$ cat src/rtl/colclk_net.sv
module colclk_net #(
  parameter int NDIG = 8,
  parameter int NCOL = 4,
  parameter int DIV  = 4,
  parameter int DW   = 8
) (
  input  logic            clk,
  input  logic            rst,
  input  logic            src_a,
  input  logic            src_b,
  input  logic [NDIG-1:0] dig_clk,
  input  logic            wr_en,
  input  logic            wr_addr,
  input  logic [DW-1:0]   wr_data,
  input  logic            rd_addr,
  output logic [DW-1:0]   rd_data,
  output logic [1:0]      aux_out,
  output logic [NCOL-1:0] col_out
);
  localparam int SW = $clog2(NDIG);
  localparam int CW = $clog2(DIV);
  localparam logic [CW-1:0] LAST = CW'(DIV - 1);

  logic [2*SW-1:0]   aux_sel_q;
  logic [2*NCOL-1:0] col_sel_q;
  logic [NCOL-1:0]   col_src;
  logic              unused_bits;

  wire wr_aux = wr_en && !wr_addr;
  wire wr_col = wr_en && wr_addr;

  always_ff @(posedge clk) begin
    if (rst) begin
      aux_sel_q <= '0;
      col_sel_q <= '0;
    end else begin
      if (wr_aux) aux_sel_q <= wr_data[2*SW-1:0];
      if (wr_col) col_sel_q <= wr_data[2*NCOL-1:0];
    end
  end

  assign aux_out[0]  = dig_clk[aux_sel_q[SW-1:0]];
  assign aux_out[1]  = dig_clk[aux_sel_q[2*SW-1:SW]];
  assign rd_data     = rd_addr ? DW'(col_sel_q) : DW'(aux_sel_q);
  assign unused_bits = ^wr_data;

  for (genvar c = 0; c < NCOL; c++) begin : g_col
    logic [1:0]    fs;
    logic          src;
    logic          pulse_q;
    logic [CW-1:0] cnt;
    logic          restart;

    assign fs = col_sel_q[2*c +: 2];
    assign restart = wr_col && (wr_data[2*c +: 2] != fs);

    always_comb begin
      case (fs)
        2'd0:    src = src_a;
        2'd1:    src = src_b;
        2'd2:    src = aux_out[0];
        default: src = aux_out[1];
      endcase
    end

    always_ff @(posedge clk) begin
      if (rst || restart) begin
        cnt     <= '0;
        pulse_q <= 1'b0;
      end else begin
        pulse_q <= src && (cnt == LAST);
        if (src) cnt <= (cnt == LAST) ? '0 : CW'(cnt + 1'b1);
      end
    end

    assign col_src[c] = src;
    assign col_out[c] = pulse_q;
  end
endmodule


$ cat config.mk
export PLATFORM = sky130hd
export DESIGN_NAME = colclk_net
export DESIGN_NICKNAME = d
export VERILOG_FILES = /design/src/rtl/colclk_net.sv
export SDC_FILE = /design/constraint.sdc
export NUM_CORES = 1
export LEC_CHECK = 0
export BUFFER_PORTS_ARGS = -buffer_cell sky130_fd_sc_hd__buf_2
export CORE_MARGIN = 4
export CORE_UTILIZATION = 45
export DETAILED_ROUTE_END_ITERATION = 7
export GPL_TIMING_DRIVEN = 0
export PLACE_DENSITY_LB_ADDON = 0.15
export SLEW_MARGIN = 20
export SYNTH_ARGS = -nofsm -noshare
export SYNTH_HDL_FRONTEND = slang
export SYNTH_SLANG_ARGS = --single-unit
$ cat constraint.sdc
create_clock -name clk -period 3.4 [get_ports clk]
set_input_delay 0 -clock clk [delete_from_list [all_inputs] [get_ports clk]]
set_output_delay 0 -clock clk [all_outputs]
set_load 0.02 [all_outputs]
==> impl_results.rst <==
.. list-table::
   :header-rows: 1

   * - Metric
     - Value
   * - Combined buffer and inverter count along the critical path
     - 0
   * - Max clock buf depth
     - 2
   * - Final worst-path setup slack
     - 1.482 ns
   * - Most used standard cells in the synthesized netlist
     - 38 x sky130_fd_sc_hd__nand2_1, 26 x sky130_fd_sc_hd__dfxtp_1, 19 x sky130_fd_sc_hd__nor2_1, 18 x sky130_fd_sc_hd__mux2i_1, 12 x sky130_fd_sc_hd__a21oi_1
   * - Post-synthesis async set-or-reset flop share
     - 0%
   * - Largest incremental delay on the critical path
     - 0.58 ns
   * - Die width
     - 64.67 µm
   * - Gate family responsible for the most delay along the worst path
     - multiplexers
   * - Final cycle utilization of the critical path
     - 56.43%
   * - Worst Path Required
     - 3.66 ns
   * - Port Buffers
     - 34
   * - Ordered cell list for the critical path
     - mux4_1, mux2i_2, mux4_2, mux2i_1
   * - Root buffer cell
     - sky130_fd_sc_hd__clkbuf_4
   * - Final standard cell area without fillers
     - 1787 µm²
   * - Part of the Yosys area used for sequential elements
     - 36.02%
   * - Detailed router's first-iteration violation count
     - 19
   * - Synthesis-stage register bit count
     - 26
   * - Fraction of post-synthesis cell area in the top cell type by area
     - 36.02%
   * - Area after DPL
     - 1670 µm²
   * - Number of fillers in the final layout
     - 298
   * - Top-level port count
     - 37
   * - Warnings, synthesis
     - 0
   * - Fin Hold WS
     - 0.05960 ns
   * - Synth Cell Area
     - 1445 µm²
   * - Portion of total power attributed to the clock network
     - 24.8%
   * - Slowest cell on the critical path
     - sky130_fd_sc_hd__mux4_1
   * - Later-pin clock latency in the skew report
     - 0.32 ns
   * - Maximum clock skew at final layout
     - 0.004655 ns
   * - Critical-path maximum fanout
     - 5
   * - Floorplan Core Area
     - 3053 µm²
   * - Clock period minus worst slack
     - 1.918 ns
   * - Switch share
     - 28.59%
   * - Data arrival time of the worst path
     - 2.18 ns
   * - Antenna cells
     - 0
   * - HPWL after detailed placement
     - 2424 µm
   * - Commonest register cell after synthesis
     - sky130_fd_sc_hd__dfxtp_1
   * - Cell count after synthesis
     - 161
   * - Routed vias
     - 1216
   * - Count leader, synth
     - sky130_fd_sc_hd__nand2_1
   * - Unrepaired setup endpoints after global routing
     - false
   * - Maximum clock rate
     - 521.2 MHz
   * - CTS sink cnt
     - 26
   * - Largest net degree at the start of global routing
     - 15
   * - Largest cells by area after synthesis
     - sky130_fd_sc_hd__dfxtp_1 36%, sky130_fd_sc_hd__mux2i_1 12%, sky130_fd_sc_hd__nand2_1 9.9%
   * - Power per standard cell area
     - 359.5 nW/µm²
   * - Number of unique standard cell types used by synthesis
     - 20
   * - Path category of the worst min-delay check
     - in -> reg
   * - TritonCTS clock tree
     - done
   * - Die ar.
     - 4182 µm²
   * - Wire length per cell after detailed routing
     - 11.96 µm
   * - Pre-antenna DRT Iters
     - 4
   * - Launching element type of the critical path
     - flop
   * - Pin slew with the least headroom to its limit
     - 0.4746 ns
   * - Slew Limit Headroom
     - 68.36%
   * - Routability congestion estimate from global placement
     - 0.7539
   * - Share of power burned in combinational logic
     - 22.4%
   * - Total of max-cap violations
     - 0
   * - Reg clk slew, reported paths
     - 0.15 ns
   * - Portion of total power attributed to sequential cells
     - 52.8%
   * - Mean instance size in the synthesized netlist
     - 8.976 µm²
   * - Summed negative setup slack over all endpoints
     - 0 ns
   * - Category of the critical setup timing path
     - reg -> reg
   * - Number of antenna violations at the first check in global routing
     - 0
   * - # H-tree levels
     - 1
   * - Buffers inserted during post-CTS setup optimization
     - 0
   * - WL final
     - 3001 µm
   * - Area Growth Syn to Fin
     - 23.64%
   * - DRC
     - 0
   * - Vias in the first global route
     - 1198
   * - Worst setup timing slack at the placement stage
     - 1.509 ns
   * - Overall die height
     - 64.67 µm
   * - Post-Synthesis Net Count
     - 188
   * - Number of cell rows
     - 20
   * - Total global routing overflow
     - 0
   * - Ratio of cells with drive above 1 in the final layout
     - 26.09%
   * - Count of flip-flops with a built-in enable after synthesis
     - 0
   * - Result of the run
     - completed
   * - Global-route wire length before repair
     - 5064 µm
   * - Worst IR drop on VDD
     - 184.0 µV
   * - Vias per Instance
     - 4.845
   * - Number of buffers added by the clock tree synthesis step
     - 3
   * - Net switching component of the power
     - 183.6 µW
   * - Cell internal pwr
     - 458.7 µW
   * - Sort of element at the end of the critical path
     - flop
   * - Number of failing setup endpoints in the final timing report
     - 0
   * - Final net count
     - 235
   * - Starting density of the core
     - 47.34%
   * - Power, Total
     - 642.3 µW
   * - Static Leakage
     - 0.8173 nW
   * - Endpoints failing hold
     - 0
   * - Count of pins over their slew limit
     - 0
   * - Overall fraction of global-route tracks in use
     - 15.18%
   * - Number of nets with antenna violations after routing
     - 0
   * - Synth area leader
     - sky130_fd_sc_hd__dfxtp_1
-- layer usage --
| metal | GRT usage (%) | share of wire, % | vias to the layer above |
|---|---|---|---|
| met1 | 19.05 | 46 | 553 |
| met5 | 0 | 0 | - |
| li1 | - | - | 628 |
| met3 | 2.773 | 4.4 | 6 |
| met2 | 25.90 | 47 | 29 |
| met4 | 5.541 | 2.0 | 0 |
-- area by class of cell --
cell class,instances,area [µm²],share of cell area (%)
well taps,44,55.05,3.081
multi-input cells,120,849.6,47.55
inverters,4,15.01,0.8403
flip-flops and latches,26,520.5,29.13
plain buffers,11,60.06,3.361
repair buffers,42,250.2,14.01
clock buffers,4,36.28,2.031
-- path summary, 6_finish.rpt --
check / slack, ns / depth (start not counted) / endpoint / startpoint
hold reg to reg: 0.48 / 2 / g_col[0].cnt[1]$_SDFFE_PP0P_ / g_col[0].cnt[1]$_SDFFE_PP0P_
setup / recovery: 1.48 / 4 / g_col[2].cnt[0]$_SDFFE_PP0P_ / aux_sel_q[3]$_SDFFE_PP0P_
setup reg to reg: 1.48 / 4 / g_col[2].cnt[0]$_SDFFE_PP0P_ / aux_sel_q[3]$_SDFFE_PP0P_
hold / removal: 0.06 / 2 / col_sel_q[3]$_SDFFE_PP0P_ / rst
-- cell usage in the layout, fill, tap and decap left out, drive strengths merged --
master / count
xnor2: 8
mux2i: 19
nand3: 1
inv: 4
dfxtp: 26
nor2: 19
buf: 40
and2: 3
a21oi: 12
mux4: 6
dlygate4sd3: 8
clkbuf: 9
mux2: 6
nand2b: 1
nand3b: 2
nand2: 38
ha: 4
nand4: 1
-- state kept, by name, summed over array words and instances (netlist names) --
register	cells
aux_sel_q	6
col_sel_q	8
g_col.cnt	8
g_col.pulse_q	4
-- repair_timing --
| item | in CTS | in global routing |
|---|---|---|
| setup endpoints to repair | 0 | 0 |
| endpoints found under the hold margin | 14 | 0 |
| resized for setup | 0 | 0 |
| hold buffers | 8 | 0 |
-- logic make-up after synthesis --
family	share of synthesized area, %
AND/OR/NAND/NOR	18.36
XOR/XNOR	4.849
AO/OA/AOI/OAI	4.156
flip-flops	36.02
buffers and inverters	5.195
multiplexers	27.96
adder cells (fa/ha/maj)	3.463
-- power groups by stage --
stage,clock network [mW],logic [mW],registers (mW)
global placement,0,0.132,0.345
finish,0.159,0.144,0.339
global route,0.174,0.159,0.342
detailed placement,0,0.138,0.346
floorplan,0,0.0974,0.342
CTS,0.162,0.145,0.339
-- through the flow --
stage	std cells	util (%)
3_5_place_dp	239	54.71
6_report	251	58.52
3_3_place_gp	239	54.71
2_1_floorplan	161	-
5_1_grt	251	58.52
4_1_cts	251	58.52
Power figures use the tool's default switching activity.
